<file path="src/rtl/mdio_pkg.sv">
package mdio_pkg;
  localparam int CTRL_W  = 16;
  localparam int DATA_W  = 16;
  localparam int ADDR_W  = 5;
  localparam int RD_BIT  = 0;
  localparam int WR_BIT  = 1;
  localparam int REG_LSB = 4;
  localparam int PHY_LSB = 9;
  // Bits after the preamble: start 2, opcode 2, two addresses, turnaround 2, data.
  localparam int BODY_W  = 2 + 2 + 2 * ADDR_W + 2 + DATA_W;

  typedef struct packed {
    logic [ADDR_W-1:0] phy;
    logic [ADDR_W-1:0] regad;
  } mdio_addr_t;
endpackage

</file>
<file path="src/rtl/mdio_clkdiv.sv">
module mdio_clkdiv #(
  parameter int HALF_DIV = 10
) (
  input  logic clk,
  input  logic rst_n,
  input  logic run,
  output logic mdc,
  output logic rise_stb,
  output logic fall_stb
);
  localparam int CW = (HALF_DIV > 1) ? $clog2(HALF_DIV) : 1;
  localparam logic [CW-1:0] CNT_LAST = CW'(HALF_DIV - 1);

  logic [CW-1:0] cnt;
  logic          toggle;

  assign toggle   = run && (cnt == CNT_LAST);
  assign rise_stb = toggle && !mdc;
  assign fall_stb = toggle && mdc;

  always_ff @(posedge clk) begin
    if (!rst_n || !run) begin
      cnt <= '0;
      mdc <= 1'b0;
    end else if (toggle) begin
      cnt <= '0;
      mdc <= ~mdc;
    end else begin
      cnt <= cnt + 1'b1;
    end
  end

  // the clock parks low whenever no frame runs.
  p_mdc_parked_r6: assert property (@(posedge clk) disable iff (!rst_n)
    !run |=> !mdc);
  // a falling strobe only ever comes from a high clock.
  p_fall_from_high_r6: assert property (@(posedge clk) disable iff (!rst_n)
    fall_stb |=> !mdc);
endmodule

</file>
<file path="src/rtl/mdio_frame_seq.sv">
module mdio_frame_seq #(
  parameter int FRAME_LEN = 64,
  parameter int DATA_W    = 16
) (
  input  logic                 clk,
  input  logic                 rst_n,
  input  logic                 start,
  input  logic                 start_rd,
  input  logic [FRAME_LEN-1:0] frame,
  input  logic                 rise_stb,
  input  logic                 fall_stb,
  input  logic                 mdio_i,
  output logic                 active,
  output logic                 mdio_o,
  output logic                 mdio_oe,
  output logic                 done,
  output logic [DATA_W-1:0]    rd_data
);
  localparam int IW       = $clog2(FRAME_LEN);
  localparam int DATA_POS = FRAME_LEN - DATA_W;
  localparam int TA_POS   = DATA_POS - 2;
  localparam logic [IW-1:0] IDX_LAST = IW'(FRAME_LEN - 1);
  localparam logic [IW:0]   TA_IDX   = (IW+1)'(TA_POS);
  localparam logic [IW:0]   DATA_IDX = (IW+1)'(DATA_POS);

  logic [IW-1:0]      idx;
  logic [IW:0]        idx_next;
  logic [FRAME_LEN-1:0] shreg;
  logic               is_rd;
  logic               oe_q;

  assign idx_next = {1'b0, idx} + (IW+1)'(1);
  assign done     = active && fall_stb && (idx == IDX_LAST);
  assign mdio_oe  = oe_q;
  assign mdio_o   = shreg[FRAME_LEN-1] & oe_q;

  always_ff @(posedge clk) begin
    if (!rst_n) begin
      active  <= 1'b0;
      idx     <= '0;
      shreg   <= '0;
      is_rd   <= 1'b0;
      oe_q    <= 1'b0;
      rd_data <= '0;
    end else if (start) begin
      active <= 1'b1;
      idx    <= '0;
      shreg  <= frame;
      is_rd  <= start_rd;
      oe_q   <= 1'b1;
    end else if (active) begin
      if (rise_stb && is_rd && ({1'b0, idx} >= DATA_IDX))
        rd_data <= {rd_data[DATA_W-2:0], mdio_i};
      if (done) begin
        active <= 1'b0;
        oe_q   <= 1'b0;
      end else if (fall_stb) begin
        idx   <= idx_next[IW-1:0];
        shreg <= {shreg[FRAME_LEN-2:0], 1'b0};
        oe_q  <= !(is_rd && (idx_next >= TA_IDX));
      end
    end
  end

  // the line is released whenever the sequencer is idle.
  p_released_idle_r9: assert property (@(posedge clk) disable iff (!rst_n)
    !active |-> !mdio_oe);
  // while driving, the output value moves only on a falling strobe.
  p_change_on_fall_r6: assert property (@(posedge clk) disable iff (!rst_n)
    (mdio_oe && $past(mdio_oe) && !$past(fall_stb)) |-> $stable(mdio_o));
  // a read never drives from the turnaround onward.
  p_read_released_r5: assert property (@(posedge clk) disable iff (!rst_n)
    (active && is_rd && ({1'b0, idx} >= TA_IDX)) |-> !mdio_oe);
  // the register stage never restarts a running frame.
  p_no_restart_r8: assert property (@(posedge clk) disable iff (!rst_n)
    active |-> !start);
endmodule

</file>
<file path="src/rtl/mdio_reg_engine.sv">
module mdio_reg_engine #(
  parameter int HALF_DIV = 10,
  parameter int PRE_LEN  = 32
) (
  input  logic        clk,
  input  logic        rst_n,
  input  logic        reg_wr_en,
  input  logic        reg_wr_sel,
  input  logic [15:0] reg_wr_data,
  output logic [15:0] ctrl_rdata,
  output logic [15:0] data_rdata,
  output logic        mdc,
  output logic        mdio_o,
  output logic        mdio_oe,
  input  logic        mdio_i
);
  import mdio_pkg::*;

  localparam int FRAME_LEN = PRE_LEN + BODY_W;

  mdio_addr_t          addr_q;
  mdio_addr_t          addr_in;
  logic                rd_pend;
  logic                wr_pend;
  logic [DATA_W-1:0]   data_q;
  logic                ctrl_acc;
  logic                start;
  logic                start_rd;
  logic [FRAME_LEN-1:0] frame;
  logic                active;
  logic                done;
  logic                rise_stb;
  logic                fall_stb;
  logic [DATA_W-1:0]   rd_data;

  assign addr_in.phy   = reg_wr_data[PHY_LSB +: ADDR_W];
  assign addr_in.regad = reg_wr_data[REG_LSB +: ADDR_W];
  assign ctrl_acc = reg_wr_en && !reg_wr_sel && !active;
  assign start    = ctrl_acc && (reg_wr_data[RD_BIT] || reg_wr_data[WR_BIT]);
  assign start_rd = reg_wr_data[RD_BIT];

  assign frame = {{PRE_LEN{1'b1}}, 2'b01,
                  start_rd ? 2'b10 : 2'b01,
                  addr_in.phy, addr_in.regad,
                  start_rd ? 2'b11 : 2'b10,
                  start_rd ? {DATA_W{1'b1}} : data_q};

  always_ff @(posedge clk) begin
    if (!rst_n) begin
      addr_q  <= '0;
      rd_pend <= 1'b0;
      wr_pend <= 1'b0;
      data_q  <= '0;
    end else begin
      if (ctrl_acc) begin
        addr_q  <= addr_in;
        rd_pend <= reg_wr_data[RD_BIT];
        wr_pend <= reg_wr_data[WR_BIT] && !reg_wr_data[RD_BIT];
      end else if (done) begin
        rd_pend <= 1'b0;
        wr_pend <= 1'b0;
      end
      if (done && rd_pend)
        data_q <= rd_data;
      else if (reg_wr_en && reg_wr_sel && !active)
        data_q <= reg_wr_data;
    end
  end

  assign ctrl_rdata = {2'b00, addr_q.phy, addr_q.regad, 2'b00, wr_pend, rd_pend};
  assign data_rdata = data_q;

  mdio_clkdiv #(.HALF_DIV(HALF_DIV)) u_div (
    .clk(clk), .rst_n(rst_n), .run(active),
    .mdc(mdc), .rise_stb(rise_stb), .fall_stb(fall_stb)
  );

  mdio_frame_seq #(.FRAME_LEN(FRAME_LEN), .DATA_W(DATA_W)) u_seq (
    .clk(clk), .rst_n(rst_n), .start(start), .start_rd(start_rd),
    .frame(frame), .rise_stb(rise_stb), .fall_stb(fall_stb),
    .mdio_i(mdio_i), .active(active), .mdio_o(mdio_o),
    .mdio_oe(mdio_oe), .done(done), .rd_data(rd_data)
  );

  // at most one command is ever pending.
  p_one_cmd_r7: assert property (@(posedge clk) disable iff (!rst_n)
    !(rd_pend && wr_pend));
  // the end of a frame leaves both command bits clear.
  p_done_clears_r2: assert property (@(posedge clk) disable iff (!rst_n)
    done |=> (ctrl_rdata[1:0] == 2'b00));
  // a command bit is pending exactly while the frame runs.
  p_busy_match_r2: assert property (@(posedge clk) disable iff (!rst_n)
    active == (rd_pend || wr_pend));
  // addresses stay frozen for the whole frame.
  p_addr_hold_r8: assert property (@(posedge clk) disable iff (!rst_n)
    (active && $past(active)) |-> $stable(addr_q));
endmodule

</file>
<file path="config.mk">
export PLATFORM = sky130hd
export DESIGN_NAME = mdio_reg_engine
export DESIGN_NICKNAME = d
export VERILOG_FILES = /design/src/rtl/mdio_pkg.sv /design/src/rtl/mdio_clkdiv.sv /design/src/rtl/mdio_frame_seq.sv /design/src/rtl/mdio_reg_engine.sv
export SDC_FILE = /design/constraint.sdc
export NUM_CORES = 1
export LEC_CHECK = 0
export ABC_AREA = 1
export CORE_ASPECT_RATIO = 0.8
export CORE_MARGIN = 2
export CORE_UTILIZATION = 55
export DETAILED_ROUTE_END_ITERATION = 8
export DONT_BUFFER_PORTS = 1
export GPL_TIMING_DRIVEN = 0
export PLACE_DENSITY = 0.7
export SYNTH_ARGS = -nofsm -noshare
export SYNTH_HDL_FRONTEND = slang
export SYNTH_HIERARCHICAL = 1
export SYNTH_SLANG_ARGS = --single-unit
</file>
<file path="constraint.sdc">
create_clock -name clk -period 2.5 [get_ports clk]
set_clock_uncertainty 0.15 [all_clocks]
set_input_delay 0.5 -clock clk [delete_from_list [all_inputs] [get_ports clk]]
set_output_delay 0.5 -clock clk [all_outputs]
set_load 0.02 [all_outputs]
</file>
# == Word-level counts from Yosys, hierarchy flattened ==
# Cells that the tools add are included.
# word_totals
mem_count,0
in_bits,21
latchBits,0
mem_bits_rw,0
romBits,0
wordCells,79
output_inout_bits,35
regBits,122
# op_classes
add_sub_neg,2
n_mul,0
magnitude_cmp,2
n_shift,0
muxes,19
div,0
n_eq_ne,3
n_bitwise,5
n_reduce_logical,34
# ops
op,n
$mux 64,4
$mux 16,3
$logic_and 1x1->1,15
$mux 1,11
$reduce_and 3->1,3
$reduce_bool 2->1,4
$add 6x1->7 const B,1
$ge 7x6->1 const B,1
$eq 6x6->1 const B,1
$ge 6x6->1 const B,1
$logic_not 1->1,6
$add 4x1->4 const B,1
$eq 4x4->1 const B,1
$not 1->1,4
$reduce_or 2->1,2
$reduce_bool 3->1,1
$logic_or 1x1->1,2
$mux 2,1
$ne 2x2->1 const B,1
$reduce_and 2->1,1
$and 1x1->1,1

# == Logic depth before layout (Yosys ltp) ==
# logic_depth
ltp_word,8
depth_mapped,17
depth_no_buf,16

# == By module ==
# The synthesis kept the hierarchy.
# by_module_without_submodules
module,cells_each,area_per_inst_um2,n_inst,seq_area_each_um2
mdio_frame_seq,505,3781.1,1,1781.7
mdio_reg_engine,242,1476.4,1,560.5
mdio_clkdiv,31,236.5,1,100.1

# == Worst setup path before layout ==
# Ideal clock, no wire load.
# synth_timing
path_kind,input to register
startpoint,input port reg_wr_sel
endpoint,register u_seq.shreg[23]
path_slack_ns,0.450
required_time_ns,2.276
stages,9
path_buffers,4
t_arrival_ns,1.826
setup_time_ns,0.074
cell_sequence,inv_1 -> nand3_2 -> buf_4 -> a21oi_1 -> buf_2 -> buf_2 -> clkbuf_1 -> nand2_1 -> a31oi_1
# synth_between
elab_chain_cells,6
word_cells_on_any_way,9
classes_between,eq/ne (1); mux (1); reduce/logical (7)
# synth_lines
item,line_no,text
"start, declared",mdio_reg_engine.sv:8,"input logic reg_wr_sel,"
$logic_not 1->1 (*),mdio_reg_engine.sv:38,assign ctrl_acc = reg_wr_en && !reg_wr_sel && !active;
$logic_and 1x1->1 (*) (2 in a row),mdio_reg_engine.sv:38,
$logic_and 1x1->1 (*),mdio_reg_engine.sv:39,assign start = ctrl_acc && (reg_wr_data[RD_BIT] || reg_wr_data[WR_BIT]);
named net start,mdio_reg_engine.sv:27,logic start;
$ne 2x2->1 (no source line) or $reduce_bool 2->1 (tied branches),-,
$reduce_and 3->1 (no source line),-,
"end signal, assigned",mdio_frame_seq.sv:48,shreg <= frame;
"end signal, assigned",mdio_frame_seq.sv:59,"shreg <= {shreg[FRAME_LEN-2:0], 1'b0};"
"end, declared",mdio_frame_seq.sv:28,logic [FRAME_LEN-1:0] shreg;
# Mark *: on every way through the listed nets, which the timed path passes. The rest lies on a longest branch.
# A chain may end at the register's enable or synchronous reset.

# == Worst setup path after layout ==
# layout_timing
startpoint,register u_seq.active
endpoint,register u_seq.shreg[8]
# layout_between
word_cells_on_any_way,12
classes_between,eq/ne (1); mux (1); reduce/logical (10)
# layout_lines
item,line_no,text
"start, declared",mdio_frame_seq.sv:13,"output logic active,"
"start signal, assigned",mdio_frame_seq.sv:39,active <= 1'b0;
"start signal, assigned",mdio_frame_seq.sv:46,active <= 1'b1;
"start signal, assigned",mdio_frame_seq.sv:55,active <= 1'b0;
$logic_not 1->1 (*),mdio_reg_engine.sv:38,
$logic_and 1x1->1 (*),mdio_reg_engine.sv:38,
$logic_and 1x1->1 (*),mdio_reg_engine.sv:39,
named net start,mdio_reg_engine.sv:27,
$ne 2x2->1 (no source line) or $reduce_bool 2->1 (tied branches),-,
$reduce_and 3->1 (no source line),-,
# Marks and branches as above.

==> impl_results.md <==
* Area of placed instances at between 5000 and 6000 µm²
* Net Sw Power at 1.18 mW
* DRT antenna net count at 0
* # clock sinks at 122
* Setup Crit Path Kind: flop to flop
* Status: finished, final reports clean
* Area Growth Syn to Fin at 17.4%
* Yosys Warn Count at 6
* Initial Util at 0.567
* Largest family of logic cells by synthesized area: simple AND/OR/NAND/NOR gates
* Die Ht at 93.4 µm
* DRT Pass-1 Iters at 5
* Clk pwr share at 0.516
* Rows at 32
* Pwr per Cell Area at approximately 800 nW/µm²
* Register Area at 2440 µm²
* Endpoint of the worst-slack reg-to-reg timing path: u_seq/shreg[8]
* Worst VDD drop at ~0.00054 V
* H-Tree Depth at 4
* Layout fillers at 848
* Non-filler cells, final at approximately 980
* CTS tree: built
* Vias in the first global route at 4968
* Setup crit end kind: flop
* Gate power share at 0.067
* Clk buf depth at 2
* DRC at 0
* Post-Synth Adder-Cell Area at 0.00911
* Worst r2r src: u_seq/active
* ANT cells at 0
* Die ar. at 10800 µm²
* RSZ-0062 raised after global routing: false
* Utilization after layout at 0.665
* Vias at 5201
* Setup TNS Final at 0 ns
* Iter 0 DRT Violations at 376
* CTS root buf: clkbuf_16
* Complex-gate fraction of the synthesized area at 0.114
* Ys async rst share at 0
* Routed WL at approximately 14 mm
* Rel. slew slack at 0.651
* I/O pin cnt at 56
* Max Freq at 428 MHz
* Pin count of the biggest net entering global routing at 17
* Crit path time final at approximately 2.3 ns
* Worst hold path startpoint: rst_n
* Routed vias/inst at 5.30
* Crit path max fanout at 10
* Xor-xnor portion of the synthesized cell area at 0.00319
* Global Route Usage Sum at 0.280
* Area contributors post-synth: dfxtp_1 44%, nand2_1 17%, nand3_1 8.1%
* Skew-Pair Late Insertion Delay at 0.41 ns
* Syn_area_per_cell at 7.06 µm²
* Yosys reg bits at 122
* Commonest cells after routing, fill and taps aside: 255 x nand2_1, 121 x dfxtp_1, 89 x nand3_1, 73 x nor2_1, 63 x a31oi_1
* Reg2Reg Setup Slack at approximately 0.16 ns
* Die X at 116 µm
* Hold Violations, Final at 0
* Share of layout cells above drive strength 1 at 0.111
* Ys flop type: dfxtp_1
* Commonest non-fill, non-tap cell in the layout: nand2_1
* Finish-stage setup viols at 0
* Cell Int Power at 3.88 mW
* Design area at 6450 µm²
* Top-area cell type share of the netlist area at 0.445
* Post-DP HPWL at 9.72 mm
* Core Area at 9690 µm²
* First-pass GRT wire length at 23.7 mm
* CP Data Required Time at approximately 2.7 ns
* Worst setup margin at 0.162 ns
* Crit share post-route at 0.935
* Worst EP arrival at ~2.5 ns
* Simple-gate area share of the yosys netlist at 0.335
* EDFF count, synth at 0
* R2R depth at 10
* Final Net Count at 859
* Cells after synthesis at 778
* Lkg Pwr at 2.61 nW
* Worst Hold Endpoint: u_seq/rd_data[2]
* Hold path depth at 2
* Worst hold path type: input pin to flop
* Sequential power share at 0.417
* Max-cap violations at 0
* Mux contribution to synthesized area at 0
* Cell area after synthesis at 5490 µm²
* Worst-path clk slew at about 0.050 ns
* CTS Buf Count at 17
* CTS Hold Bufs at 0
* Post-synthesis sequential area ratio at 0.445
* PortBufs at 0
* Startpoint Class: flop
* Grt total ovfl at 0
* Synth area leader: dfxtp_1
* Area of the multi-input gates at 2680 µm²
* Slew Limit Fails at 0
* Initial antenna violation count at 0
* Sw Share at 0.233
* Global placement routability congestion at roughly 0.89
* Post-place setup slack at 0.0603 ns
* Unique masters post-synth at 29
* Mean routed wirelength per cell at 14.3 µm
* Tightest Pin Transition at 0.524 ns
* Placed cells at 951
final cells by class:
| class | instances | share of cell area |
|---|---|---|
| well taps | 136 | 0.0264 |
| clock inverters | 11 | 0.0262 |
| clock buffers | 20 | 0.0724 |
| inverters | 47 | 0.0274 |
| multi-input cells | 590 | 0.415 |
| flip-flops and latches | 122 | 0.379 |
| plain buffers | 56 | 0.0532 |
how the worst max path moves through the flow:
stage                            start           endpoint
after floorplan             reg_wr_sel    u_seq/shreg[23]
after global placement      reg_wr_sel    u_seq/shreg[24]
after detailed placement    reg_wr_sel    u_seq/shreg[57]
after CTS                 u_seq/active    u_seq/shreg[28]
after global routing      u_seq/active  u_seq/rd_data[12]
final                     u_seq/active     u_seq/shreg[8]
metal layers:
| layer | vias up | GRT usage | share of wire |
|---|---|---|---|
| met5 | - | 0 | 0 |
| met4 | 0 | 0.102 | 0.018 |
| met3 | 22 | 0.0745 | 0.067 |
| met2 | 157 | 0.438 | 0.45 |
| met1 | 2412 | 0.372 | 0.47 |
| li1 | 2610 | - | - |
critical path, cell delays in order, from the launching register on:
cell and delay, ns:
dfxtp_1 0.45, inv_1 0.14, nand3_2 0.16, buf_4 0.20, a21oi_1 0.05, buf_2 0.17, inv_2 0.11, buf_2 0.24
buf_2 0.27, nand3_1 0.14, a31oi_1 0.18
flip-flops by register name, summed over array words and instances (netlist names):
signal and flops:
data_rdata 16, u_div/mdc 1, u_seq/mdio_oe 1, u_div/cnt 4, u_seq/active 1, wr_pend 1, u_seq/idx 6, ctrl_rdata 10
u_seq/rd_data 16, u_seq/is_rd 1, rd_pend 1, u_seq/shreg 64
Yosys cell counts (3+ instances only):
| cell | count |
|---|---|
| nor2_1 | 73 |
| buf_1 | 3 |
| buf_6 | 7 |
| buf_2 | 14 |
| a21oi_1 | 25 |
| buf_4 | 15 |
| ha_1 | 4 |
| clkbuf_1 | 16 |
| dfxtp_1 | 122 |
| a31oi_1 | 63 |
| o21ai_0 | 21 |
| nand2_1 | 256 |
| nand3_1 | 89 |
| nand3_2 | 3 |
| inv_1 | 41 |
| nand2_2 | 4 |
| inv_2 | 4 |
power by group through the flow:
stage / combinational (mW) / sequential (mW) / clock, mW
floorplan: 0.264 / 2.13 / 0
detailed placement: 0.331 / 2.15 / 0
finish: 0.339 / 2.11 / 2.61
CTS: 0.333 / 2.11 / 2.63
global route: 0.387 / 2.12 / 2.73
global placement: 0.323 / 2.15 / 0
cells by family (layout without fill, tap and decap cells):
group / after synthesis / after routing
AOI/OAI and AO/OA: 109 / 109
other: 2 / 39
buffers and inverters: 103 / 134
xor gates and xnor gates: 2 / 2
and+or+nand+nor: 436 / 436
DFF: 122 / 122
adders and majority gates: 4 / 4
per-stage QoR:
stage / power [mW] / hold WS (ns)
2_1_floorplan: 2.40 / 0.289
3_3_place_gp: 2.47 / 0.305
3_5_place_dp: 2.48 / 0.313
4_1_cts: 5.08 / 0.0578
5_1_grt: 5.23 / 0.0688
6_report: 5.06 / 0.0692
timing repair:
item | in CTS | in global routing
setup buffers | 0 | 0
gates resized for setup | 0 | 11
setup endpoints to repair | 0 | 52
endpoints found under the hold margin | 0 | 0
Power figures use the tool's default switching activity.
